File: config.mk
export PLATFORM = sky130hd
export DESIGN_NAME = pulse_rate_counter
export DESIGN_NICKNAME = d
export VERILOG_FILES = /design/src/rtl/prc_pkg.sv /design/src/rtl/prc_strobe_gen.sv /design/src/rtl/prc_sync.sv /design/src/rtl/prc_edge_det.sv /design/src/rtl/prc_count_core.sv /design/src/rtl/pulse_rate_counter.sv
export SDC_FILE = /design/constraint.sdc
export NUM_CORES = 1
export LEC_CHECK = 0
export CORE_UTILIZATION = 35
export CTS_BUF_LIST = sky130_fd_sc_hd__clkbuf_8 sky130_fd_sc_hd__clkbuf_16
export DETAILED_ROUTE_END_ITERATION = 16
export PLACE_DENSITY_LB_ADDON = 0.25
export SLEW_MARGIN = 20
export SYNTH_ARGS = -nofsm -noshare
export SYNTH_HDL_FRONTEND = slang
export SYNTH_SLANG_ARGS = --single-unit
File: constraint.sdc
create_clock -name clk -period 1.37 [get_ports clk]
set_input_delay 0.2055 -clock clk [delete_from_list [all_inputs] [get_ports clk]]
set_output_delay 0.2055 -clock clk [all_outputs]
set_load 0.01 [all_outputs]
File: src/rtl/prc_pkg.sv
package prc_pkg;
   // Width of a phase counter that must hold values 0 .. div-1.
   function automatic int unsigned prc_phase_w(input int unsigned div);
      int unsigned w;
      w = $clog2(div);
      return (w < 1) ? 1 : w;
   endfunction
endpackage

File: src/rtl/prc_strobe_gen.sv
module prc_strobe_gen
   import prc_pkg::*;
#(
   parameter int unsigned DIV = 3
) (
   input  logic clk,
   input  logic rst,
   output logic strobe_o
);
   localparam int unsigned PW = prc_phase_w(DIV);
   localparam logic [PW-1:0] LAST = PW'(DIV - 1);

   logic [PW-1:0] ph_q;

   always_ff @(posedge clk) begin
      if (rst) begin
         ph_q <= '0;
      end else if (ph_q == LAST) begin
         ph_q <= '0;
      end else begin
         ph_q <= ph_q + 1'b1;
      end
   end

   assign strobe_o = (ph_q == LAST);
endmodule

File: src/rtl/prc_sync.sv
module prc_sync #(
   parameter int unsigned STAGES = 2
) (
   input  logic clk,
   input  logic rst,
   input  logic async_i,
   output logic sync_o
);
   logic [STAGES-1:0] chain_q;

   for (genvar i = 0; i < STAGES; i++) begin : g_stage
      if (i == 0) begin : g_first
         always_ff @(posedge clk) begin
            if (rst) chain_q[0] <= 1'b0;
            else     chain_q[0] <= async_i;
         end
      end else begin : g_next
         always_ff @(posedge clk) begin
            if (rst) chain_q[i] <= 1'b0;
            else     chain_q[i] <= chain_q[i-1];
         end
      end
   end

   assign sync_o = chain_q[STAGES-1];
endmodule

File: src/rtl/prc_edge_det.sv
module prc_edge_det (
   input  logic clk,
   input  logic rst,
   input  logic strobe_i,
   input  logic level_i,
   output logic rise_o
);
   logic prev_q;

   always_ff @(posedge clk) begin
      if (rst)           prev_q <= 1'b0;
      else if (strobe_i) prev_q <= level_i;
   end

   assign rise_o = strobe_i & level_i & ~prev_q;
endmodule

File: src/rtl/prc_count_core.sv
module prc_count_core #(
   parameter int unsigned CNT_W = 8
) (
   input  logic             clk,
   input  logic             rst,
   input  logic             strobe_i,
   input  logic             rise_i,
   input  logic             rd_i,
   output logic [CNT_W-1:0] cnt_o,
   output logic             pend_o,
   output logic [CNT_W-1:0] data_o
);
   localparam logic [CNT_W-1:0] ONE = CNT_W'(1);

   logic [CNT_W-1:0] cnt_q, data_q;
   logic             pend_q, serve;

   assign serve = strobe_i & (pend_q | rd_i);

   always_ff @(posedge clk) begin
      if (rst) begin
         cnt_q  <= '0;
         data_q <= '0;
         pend_q <= 1'b0;
      end else begin
         pend_q <= serve ? 1'b0 : (pend_q | rd_i);
         if (serve) begin
            data_q <= cnt_q;
            cnt_q  <= rise_i ? ONE : '0;
         end else if (rise_i) begin
            cnt_q  <= cnt_q + ONE;
         end
      end
   end

   assign cnt_o  = cnt_q;
   assign pend_o = pend_q;
   assign data_o = data_q;
endmodule

File: src/rtl/pulse_rate_counter.sv
module pulse_rate_counter #(
   parameter int unsigned CNT_W       = 8,
   parameter int unsigned SAMPLE_DIV  = 3,
   parameter int unsigned SYNC_STAGES = 2
) (
   input  logic             clk,
   input  logic             rst,
   input  logic             hs_raw_i,
   input  logic             rd_i,
   output logic [CNT_W-1:0] rd_data_o
);
   if (CNT_W < 2) begin : g_bad_width
      $error("pulse_rate_counter: CNT_W must be at least 2");
   end
   if (SAMPLE_DIV < 2) begin : g_bad_div
      $error("pulse_rate_counter: SAMPLE_DIV must be at least 2");
   end
   if (SYNC_STAGES < 2) begin : g_bad_sync
      $error("pulse_rate_counter: SYNC_STAGES must be at least 2");
   end

   logic             smp_stb;
   logic             hs_sync;
   logic             edge_rise;
   logic             rd_pend;
   logic [CNT_W-1:0] cnt_q;

   prc_strobe_gen #(.DIV(SAMPLE_DIV)) u_stb (
      .clk(clk), .rst(rst), .strobe_o(smp_stb)
   );

   prc_sync #(.STAGES(SYNC_STAGES)) u_sync (
      .clk(clk), .rst(rst), .async_i(hs_raw_i), .sync_o(hs_sync)
   );

   prc_edge_det u_edge (
      .clk(clk), .rst(rst), .strobe_i(smp_stb), .level_i(hs_sync),
      .rise_o(edge_rise)
   );

   prc_count_core #(.CNT_W(CNT_W)) u_core (
      .clk(clk), .rst(rst), .strobe_i(smp_stb), .rise_i(edge_rise),
      .rd_i(rd_i), .cnt_o(cnt_q), .pend_o(rd_pend), .data_o(rd_data_o)
   );
endmodule

* After elaboration in Yosys (flattened, before gate mapping) *
Cells that the tools add are included.

operators by class
  add/sub/neg operators = 2
  eq/ne operators = 1
  muxes and demuxes = 3
  bitwise operators = 5
  reduce and logical (&&, ||, !) cells = 3

operators with widths
  kind                                                            count
  8-bit 2-to-1 mux                                                2
  8-bit by 1-bit adder with 8-bit output (second input constant)  1
  2-bit OR reduction                                              2
  1-bit bitwise AND                                               3
  2-bit by 1-bit adder with 2-bit output (second input constant)  1
  2-bit equality test (second input constant)                     1
  2-bit nonzero test                                              1
  1-bit 2-to-1 mux                                                1
  1-bit inverter                                                  1
  1-bit OR                                                        1

word-level totals
  flip-flop bits (word level) = 22
  output and inout port bits = 8

* Depth between registers and ports, before layout *
Gate-level depths: netlist of the first run.

  word-level depth = 5
  mapped depth = 7
  depth with buffers taken out = 5

* Hierarchy *
A second synthesis of the first run with hierarchy kept.

second synthesis, totals
  cell total of the unflattened synthesis = 94
  area, all modules = 838.3 um^2

by module, submodules not included
  module          times used  cells an instance  area an instance (um^2)
  prc_count_core  1           79                 666.9
  prc_strobe_gen  1           6                  76.3
  prc_sync        1           4                  52.6
  prc_edge_det    1           5                  42.5

* Least setup slack after synthesis of the first run *
No wires, ideal clock.

  path type = register to register
  start = register u_stb.ph_q[0]
  end = register u_core.cnt_q[5] (netlist: u_core.cnt_o[5])
  setup time = 0.070 ns
  arrival = 1.382 ns
  required time = 1.300 ns
  path slack = -0.082 ns
  stages on the path, launching flop included = 7
  path buffers = 1
  period minus slack after synthesis = 1.452 ns
  cells stage by stage = dfxtp_1 > inv_1 > ha_1 > buf_6 > nand4b_4 > or4_1 > a21oi_1

on the way
  word-level cells in the longest chain between the ends = 4
  elaborated cells between the ends (all ways) = 6

RTL lines
  element                              line                  RTL
  start, declared                      prc_strobe_gen.sv:13  logic [PW-1:0] ph_q;
  start signal, assigned               prc_strobe_gen.sv:21  ph_q <= ph_q + 1'b1;
  2-bit equality test (*)              prc_strobe_gen.sv:25  assign strobe_o = (ph_q == LAST);
  1-bit bitwise AND (2 in series)      prc_edge_det.sv:15    assign rise_o = strobe_i & level_i & ~prev_q;
  2-bit nonzero test (no source line)  --
  end signal, assigned                 prc_count_core.sv:29  cnt_q <= rise_i ? ONE : '0;
  end signal, assigned                 prc_count_core.sv:31  cnt_q <= cnt_q + ONE;
  end, declared                        prc_count_core.sv:15  logic [CNT_W-1:0] cnt_q, data_q;

Mark *: on every way between the ends. The rest lies on a longest branch, timed or not.
A chain may end at the register's enable or synchronous reset.

* Worst setup path in the final report of the first run *
  start = register u_core.data_q[0] (netlist: u_core.data_o[0])
  end = output port rd_data_o[0]

RTL lines
  element                 line                      RTL
  start, declared         prc_count_core.sv:15
  start signal, assigned  prc_count_core.sv:28      data_q <= cnt_q;
  end, declared           pulse_rate_counter.sv:10  output logic [CNT_W-1:0] rd_data_o

No word-level cell between the ends.

==> run metrics, run 1 <==
n_diodes=0; TritonCTS Sinks=22; Slew @ Worst Pin=261 ps; first-pass GRT wire length=2.57 mm; Final Cycle Share=a little over nine tenths; r2r setup slk=between 40 and 50 ps; Crit Reg-Reg Endpoint=u_core.cnt_o[5]; RR Startpoint=u_core.cnt_o[0]; synthesized area per cell=9.14 sq um; Die H=51.6 um; slowest stage delay, CP=530 ps; Die ar.=~2700 sq um; sequential-to-total area share from yosys stat=51.2%; via density per instance=5.04; fin worst setup slack=45.3 ps; Max Root-Sink Buffers=2; RePlAce Congestion=roughly 0.80; Routed Antenna Nets=0; vias in the first global route=591; crit-path leading delay family=buffers and inverters; DRT iter0 DRCs=4; Remaining DRCs=0; Die Wd=between 50 and 60 um; Core ar.=2250 sq um; Pwr Density=1090 nW/um^2; Crit Path Category=register to output port; Rel. slew slack=82.5%; Hold Crit Class=register to register; post-layout min period=1320 ps; Worst Path Buf+Inv=1; worst vdd ir=a little under 0.9 mV; aggregate routed wire length=1.64 mm; grt ovf=0; Overall Power=0.00127 W; Worst EP required=around 1200 ps; # rows=17; cell area after synthesis=about 860 sq um; yosys warns=0; max-slew violations=0; status=complete, no violations; final net count=121; Initial Util=38.1%; MaxCap Viol Count=0; Final Hold Vio Count=0; DPL Wire Length=1.12 mm; I/O Buffers=11; area delta synth->final=34.9%; H-Tree Depth=1; Clk Latency, worst-skew pair=260 ps; CP startpoint kind=register; syn nets=100; CTS buffer count=3; pre-CTS WS=-102 ps; initial antenna violation count=0; drt wl/cell=roughly 12 um; Reg clk slew, reported paths=80 ps; layout cell share with drive strength beyond 1=roughly a fifth; min-delay src=u_stb.ph_q[0]; most frequent cells in the layout=dfxtp_1 (19), nand2_1 (18), a21oi_1 (12); Post-Syn Instances=between 90 and 100; Hold Path Stages=1; worst hold endpoint=u_stb.ph_q[0]; setup violators final=0; critical path peak fanout=2; Worst Reg-to-Reg Cells=4; via count=715; IO Pins=12; CP Capture Type=output port; Synth Register Bits=22; Synth cell types=24; TritonCTS clock tree=done; Root Driver=clkbuf_8; timing-limited maximum frequency=755 MHz; pin count of the biggest net entering global routing=16; Critical Path, Cell by Cell=clkdlybuf4s50_1; Worst Path Arrival=1120 ps; First-pass DRT Iterations=4; Clock Skew=3.26 ps; most common cell after layout, fill and taps aside=dfxtp_1; Total GRT Usage=13.4%; Leak Pwr=between 0.4 and 0.5 nW; slowest CP cell=clkdlybuf4s50_1
what timing repair did:
action                     4_1_cts  5_1_grt
pin swaps                        1        2
cloned                           0        1
setup buffers                    1        1
setup endpoints to repair        4        6
hold buffers                     0        0
gates resized for setup          3       11
stage by stage:
stage	hold slack, ps	TNS [ps]	cells	utilization, %	cell area, sq um
2_1_floorplan	277	0	94	-	863
3_3_place_gp	403	-271	135	45.6	1030
3_5_place_dp	403	-608	135	45.6	1030
4_1_cts	413	0	140	48.9	1100
5_1_grt	462	-23.7	142	51.4	1160
6_report	432	0	142	51.4	1160
cell families (layout without fill, tap and decap cells):
group,count (synthesis),after routing,share of synthesized area (%)
xor+xnor,1,1,1.02
compound gates,22,22,14.6
buf+inv,6,25,3.49
simple gates,39,40,24.5
flops,22,22,51.2
mux,2,2,2.33
fa+ha+maj,2,2,2.91
worst max-delay path by stage:
stage	from	to	slack, ps	cells after the start
3_3_place_gp	rd_i	u_core.cnt_o[6]	-50	5
3_5_place_dp	rd_i	u_core.cnt_o[5]	-100	5
6_report	u_core.data_o[0]	rd_data_o[0]	50	1
4_1_cts	u_core.cnt_o[1]	u_core.cnt_o[6]	9	4
2_1_floorplan	u_stb.ph_q[0]	u_core.cnt_o[0]	4	7
5_1_grt	u_stb.ph_q[0]	u_core.cnt_o[4]	-9	5
sequential cells by signal, summed over array words and instances, names as in the netlist:
| name | cells |
|---|---|
| u_core.cnt_o | 8 |
| u_core.data_o | 8 |
| u_core.pend_o | 1 |
| u_edge.prev_q | 1 |
| u_stb.ph_q | 2 |
| u_sync.chain_q | 1 |
| u_sync.sync_o | 1 |
report_power, final:
part           switching [W]  internal, W
Clock               0.000199     0.000256
Sequential         0.0000163     0.000661
Combinational      0.0000723    0.0000611
area by class of cell:
cell class	count	area, sq um
fill	223	1090
tap	28	35.0
sequential	22	444
timing repair buffer	18	168
clock buffer	4	55.1
multi-input combinational	67	447
inverter	3	11.3
cells in the mapped netlist:
master	n	area [sq um]
mux2i_1	2	20.0
xor2_1	1	8.76
a21o_1	1	7.51
or3_2	1	7.51
clkbuf_1	2	7.51
nand4_1	1	6.26
o31ai_1	4	30.0
o21ai_0	2	10.0
ha_1	2	25.0
nor2_1	4	15.0
nor2b_1	2	12.5
nand3_1	2	10.0
buf_6	1	11.3
inv_1	3	11.3
o21a_1	1	7.51
a21oi_1	14	70.1
nand2_1	18	67.6
dfxtp_1	22	440
nand2b_1	1	6.26
nor3_1	3	15.0
nand4b_1	1	8.76
or4_1	4	30.0
nand3b_1	1	7.51
nand4b_4	1	23.8
routing by layer:
| metal | track usage [%] | routed length, um |
|---|---|---|
| met1 | 17.0 | 797 |
| met2 | 21.0 | 795 |
| met3 | 3.51 | 37 |
| met4 | 6.76 | 10 |
| met5 | 0 | 0 |
Power figures use the tool's default switching activity.
==> run 2, diff against run 1 <==
clock period = 1.36 ns   (was 1.37 ns; I/O delays follow)
==> run metrics, run 2 (synthesized netlist as in run 1, its figures left out) <==
final net count=122 (was 121); internal power=0.000994 W (was 0.000978 W); Final Hold Vio Count=0 (unchanged); fin worst setup slack=-47.8 ps (was 45.3 ps); Routed Antenna Nets=0 (unchanged); critical path peak fanout=4 (was 2); drt wl/cell=13.2 um (was 11.6 um); CTS buffer count=3 (unchanged); multi-input logic area=440 sq um (was 447 sq um); fill count=220 (was 223); Worst Path Arrival=1610 ps (was 1120 ps); most frequent cells in the layout=dfxtp_1 (19), nand2_1 (18), a21oi_1 (10) (was dfxtp_1 (19), nand2_1 (18), a21oi_1 (12)); post-layout min period=roughly 1400 ps; combinational share of power=11.2% (was 10.5%); CP startpoint kind=register (unchanged); via count=742 (was 715); Placed Area=1030 sq um (about the same); TritonCTS clock tree=done (unchanged); Root Driver=clkbuf_8 (unchanged); DPL Wire Length=1.15 mm (was 1.12 mm); max-slew violations=0 (unchanged); I/O Buffers=11 (unchanged); Crit Path Category=register to register (was register to output port); vias in the first global route=683 (was 591); r2r setup slk=-50 ps (was 50 ps); Clock Skew=3.52 ps (was 3.26 ps); first-pass GRT wire length=2.86 mm (was 2.57 mm); Leak Pwr=0.563 nW (was 0.471 nW); Die Wd=51.6 um (unchanged); Pwr Density=1100 nW/um^2 (was 1090 nW/um^2); aggregate routed wire length=1.88 mm (was 1.64 mm); initial antenna violation count=0 (unchanged); CP Capture Type=register (was output port); RSZ-0062 raised after global routing=true; IO Pins=12 (unchanged); register area=444 sq um (unchanged); Rel. slew slack=79.9% (was 82.5%); area delta synth->final=38.3% (was 34.9%); via density per instance=5.19 (was 5.04); Finished Cell Area=1190 sq um (was 1160 sq um); layout cell share with drive strength beyond 1=26.1% (was 21.1%); Reg clk slew, reported paths=80 ps (about the same); Core ar.=2250 sq um (unchanged); final core occ=52.7% (was 51.4%); Die H=51.6 um (unchanged); setup violators final=3 (was 0); pin count of the biggest net entering global routing=16 (unchanged); timing-limited maximum frequency=710 MHz; TritonCTS Sinks=22 (unchanged); Final Cycle Share=104%; Worst Reg-to-Reg Cells=6 (was 4); Remaining DRCs=0 (unchanged); H-Tree Depth=1 (unchanged); Hold Crit Class=register to register (unchanged); Total GRT Usage=15.0% (was 13.4%); grt ovf=0 (unchanged); RR Startpoint=u_stb.ph_q[0] (was u_core.cnt_o[0]); Slew @ Worst Pin=300 ps (was 261 ps); Worst EP required=1570 ps (was 1160 ps); worst vdd ir=0.639 mV (was 0.869 mV); Clk Latency, worst-skew pair=270 ps (was 260 ps); min-delay src=u_core.data_o[4] (was u_stb.ph_q[0]); Initial Util=38.1% (unchanged); n_diodes=0 (unchanged); Die ar.=2660 sq um (unchanged); DRT iter0 DRCs=10 (was 4); most common cell after layout, fill and taps aside=dfxtp_1 (unchanged); First-pass DRT Iterations=4 (unchanged); # rows=17 (unchanged); Flop pwr share=52.0% (was 53.5%); Crit Reg-Reg Endpoint=u_core.cnt_o[6] (was u_core.cnt_o[5]); violated checks=setup timing; Max Root-Sink Buffers=2 (unchanged); status=finished, violations left (was complete, no violations); Hold Path Stages=2 (was 1); clock power share=36.8% (was 35.9%); P_sw=0.000313 W (was 0.000287 W); RePlAce Congestion=0.794 (was 0.801); worst hold endpoint=u_core.data_o[4] (was u_stb.ph_q[0]); Sw Ratio=24.0% (was 22.7%); MaxCap Viol Count=0 (unchanged)
## run 2: what timing repair did
item,4_1_cts,5_1_grt
buffers inserted,2,1
hold buffers,0,0
gates cloned,0,0
resized for setup,7,18
endpoints found under the setup margin,15,17
pin swaps,6,3
## run 2: worst max-delay path: stages (launching register included)
cell	delay (ps)
dfxtp_2	330
inv_2	60
ha_4	150
nand4b_4	120
buf_6	150
or4_4	420
a21oi_2	120
## run 2: power by group through the flow
stage | clock network [W] | registers (W) | logic [W]
floorplan | 0 | 0.000687 | 0.0000779
global placement | 0 | 0.000688 | 0.000117
detailed placement | 0 | 0.000690 | 0.000123
CTS | 0.000489 | 0.000681 | 0.000137
global route | 0.000506 | 0.000683 | 0.000161
finish | 0.000481 | 0.000681 | 0.000146
## run 2: through the flow
| step | instances | power [W] | TNS, ps | worst slack [ps] | hold slack (ps) |
|---|---|---|---|---|---|
| after floorplan | 94 | 0.000765 | 0 | 11.7 | 276 |
| after global placement | 136 | 0.000805 | -333 | -54.3 | 399 |
| after detailed placement | 136 | 0.000813 | -759 | -86.3 | 420 |
| after CTS | 142 | 0.00131 | -156 | -41.7 | 420 |
| after global routing | 143 | 0.00135 | -277 | -93.3 | 474 |
| final | 143 | 0.00131 | -121 | -47.8 | 454 |
## run 2: cell type report
class | instances | area share [%]
Multi-Input combinational cell | 66 | 37.1
Tap cell | 28 | 2.95
Timing Repair Buffer | 20 | 17.1
Sequential cell | 22 | 37.4
Inverter | 3 | 0.947
Clock buffer | 4 | 4.63
## run 2: worst max-delay path by stage
stage / to / depth (start not counted) / from / slack [ps]
finish: u_core.cnt_o[6] / 6 / u_stb.ph_q[0] / -50
global route: u_core.cnt_o[6] / 6 / u_stb.ph_q[0] / -90
CTS: u_core.cnt_o[5] / 6 / u_stb.ph_q[0] / -40
detailed placement: u_core.cnt_o[6] / 5 / rd_i / -90
global placement: u_core.cnt_o[7] / 5 / rd_i / -50
floorplan: u_core.cnt_o[6] / 6 / u_stb.ph_q[0] / 10
## run 2: layer usage
metal  vias to the layer above  routed length [um]  track usage [%]
met1                       352                 818             16.7
met2                        13                 966             26.2
met4                         0                  33             8.11
met5                         -                   0                0
li1                        373                   -                -
met3                         4                  66             3.51
==> run 3, diff against run 2 <==
ABC_CLOCK_PERIOD_IN_PS = 1360   (was not set)
CELL_PAD_IN_SITES_DETAIL_PLACEMENT = 1   (was not set)
CELL_PAD_IN_SITES_GLOBAL_PLACEMENT = 1   (was not set)
SKIP_CTS_REPAIR_TIMING = 1   (was not set)
==> run metrics, run 3 (synthesized netlist as in run 1, its figures left out) <==
status=finished, violations left (unchanged); violated checks=setup timing (unchanged); aggregate routed wire length=2.23 mm (was 1.88 mm); worst setup path start=u_stb.ph_q[0] (unchanged); # rows=17 (unchanged); TritonCTS clock tree=done (unchanged); Worst Path Buf+Inv=1 (was 2); Placed Cells=140 (was 136); Routed Antenna Nets=0 (unchanged); Hold Slack=444 ps (was 454 ps); H-Tree Depth=1 (unchanged); Hold Crit Class=register to register (unchanged); CTS buffer count=3 (unchanged); IO Pins=12 (unchanged); Root Driver=clkbuf_8 (unchanged); DRT iter0 DRCs=4 (was 10); DPL Wire Length=1.42 mm (was 1.15 mm); Slew @ Worst Pin=291 ps (was 300 ps); first-pass GRT wire length=3.35 mm (was 2.86 mm); fill count=267 (was 220); via count=779 (was 742); Crit Reg-Reg Endpoint=u_core.cnt_o[7] (was u_core.cnt_o[6]); I/O Buffers=11 (unchanged); final net count=128 (was 122); Final Hold Vio Count=0 (unchanged); Flop pwr share=53.3% (was 52.0%); slowest stage delay, CP=540 ps (was 420 ps); Core ar.=2250 sq um (unchanged); Initial Util=38.1% (unchanged); pre-CTS WS=-118 ps (was -86.3 ps); pin count of the biggest net entering global routing=16 (unchanged); setup violators final=1 (was 3); CP startpoint kind=register (unchanged); Overall Power=0.00128 W (was 0.00131 W); Worst Reg-to-Reg Cells=5 (was 6); fin worst setup slack=-39.2 ps (was -47.8 ps); CP Capture Type=register (unchanged); n_diodes=0 (unchanged); critical path peak fanout=5 (was 4); via density per instance=5.26 (was 5.19); Max Root-Sink Buffers=2 (unchanged); Total GRT Usage=16.9% (was 15.0%); Die Wd=51.6 um (unchanged); Reg clk slew, reported paths=80 ps (about the same); vias in the first global route=777 (was 683); TritonCTS Sinks=22 (unchanged); combinational share of power=15.7% (was 11.2%); post-route insts no fill=148 (was 143); Critical Path Stages=5 (was 6); initial antenna violation count=0 (unchanged); Critical Path, Cell by Cell=inv_2, ha_4, nand4b_4, or4_4, a21oi_2 (was inv_2, ha_4, nand4b_4, buf_6, or4_4, a21oi_2); Crit Path Category=register to register (unchanged); post-layout min period=1400 ps (was 1410 ps); worst vdd ir=0.578 mV (was 0.639 mV); register area=450 sq um (was 444 sq um); MaxCap Viol Count=0 (unchanged); RSZ-0062 raised after global routing=true (unchanged); Rel. slew slack=80.5% (was 79.9%); multi-input logic area=498 sq um (was 440 sq um); r2r setup slk=-40 ps (was -50 ps); Pwr Density=986 nW/um^2 (was 1100 nW/um^2); layout cell share with drive strength beyond 1=36.7% (was 26.1%); Sw Ratio=23.9% (was 24.0%); Die H=51.6 um (unchanged); slowest CP cell=or4_4 (unchanged); Clk Latency, worst-skew pair=260 ps (was 270 ps); First-pass DRT Iterations=3 (was 4); RePlAce Congestion=0.753 (was 0.794); worst setup path endpoint=u_core.cnt_o[7] (was u_core.cnt_o[6]); Setup TNS=-39.2 ps (was -121 ps); most common cell after layout, fill and taps aside=nand2_1 (was dfxtp_1); Leak Pwr=0.646 nW (was 0.563 nW); timing-limited maximum frequency=715 MHz (was 710 MHz); clock power share=31.0% (was 36.8%); Final Cycle Share=103% (was 104%); P_sw=0.000306 W (was 0.000313 W); Worst Path Arrival=1590 ps (was 1610 ps); internal power=0.000976 W (was 0.000994 W); Clock Skew=4.70 ps (was 3.52 ps); most frequent cells in the layout=nand2_1 (18), dfxtp_1 (14), buf_4 (11) (was dfxtp_1 (19), nand2_1 (18), a21oi_1 (10)); Worst EP required=1560 ps (was 1570 ps); Remaining DRCs=0 (unchanged); area delta synth->final=51.2% (was 38.3%); drt wl/cell=15.1 um (was 13.2 um); Die ar.=2660 sq um (unchanged); grt ovf=0 (unchanged); max-slew violations=0 (unchanged); crit-path leading delay family=simple AND/OR/NAND/NOR gates (unchanged); RR Startpoint=u_stb.ph_q[0] (unchanged)
==> run 3: worst min path at each step <==
stage                       from  cells after the start           endpoint
3_3_place_gp       u_stb.ph_q[0]                      1      u_stb.ph_q[0]
4_1_cts            u_stb.ph_q[0]                      1      u_stb.ph_q[0]
5_1_grt        u_sync.chain_q[0]                      1      u_sync.sync_o
6_report       u_sync.chain_q[0]                      1      u_sync.sync_o
2_1_floorplan                rst                      1  u_sync.chain_q[0]
3_5_place_dp   u_sync.chain_q[0]                      1      u_sync.sync_o
==> run 3: metal layers <==
layer | global-route usage [%] | part of all wire (%) | vias to the layer above
li1 | - | - | 386
met1 | 19.1 | 42 | 378
met2 | 30.5 | 55 | 13
met3 | 3.51 | 3.0 | 2
met4 | 6.76 | 0.63 | 0
met5 | 0 | 0 | -
==> run 3: metrics by stage <==
step	utilization (%)	area [sq um]
floorplan	-	865
global placement	47.2	1060
detailed placement	47.2	1060
CTS	49.1	1110
global route	57.7	1300
finish	57.7	1300
==> run 3: area by class of cell <==
cell class | count | area share, %
clock buffers | 3 | 3.18
inverters | 3 | 0.866
multi-input cells | 67 | 38.3
flip-flops and latches | 22 | 34.6
well taps | 28 | 2.69
repair buffers | 25 | 20.3
==> run 3: power groups by stage <==
stage	registers (W)	clock network [W]	logic, W
2_1_floorplan	0.000687	0	0.0000779
5_1_grt	0.000686	0.000430	0.000216
4_1_cts	0.000675	0.000411	0.000131
3_3_place_gp	0.000689	0	0.000126
6_report	0.000683	0.000397	0.000201
3_5_place_dp	0.000690	0	0.000130
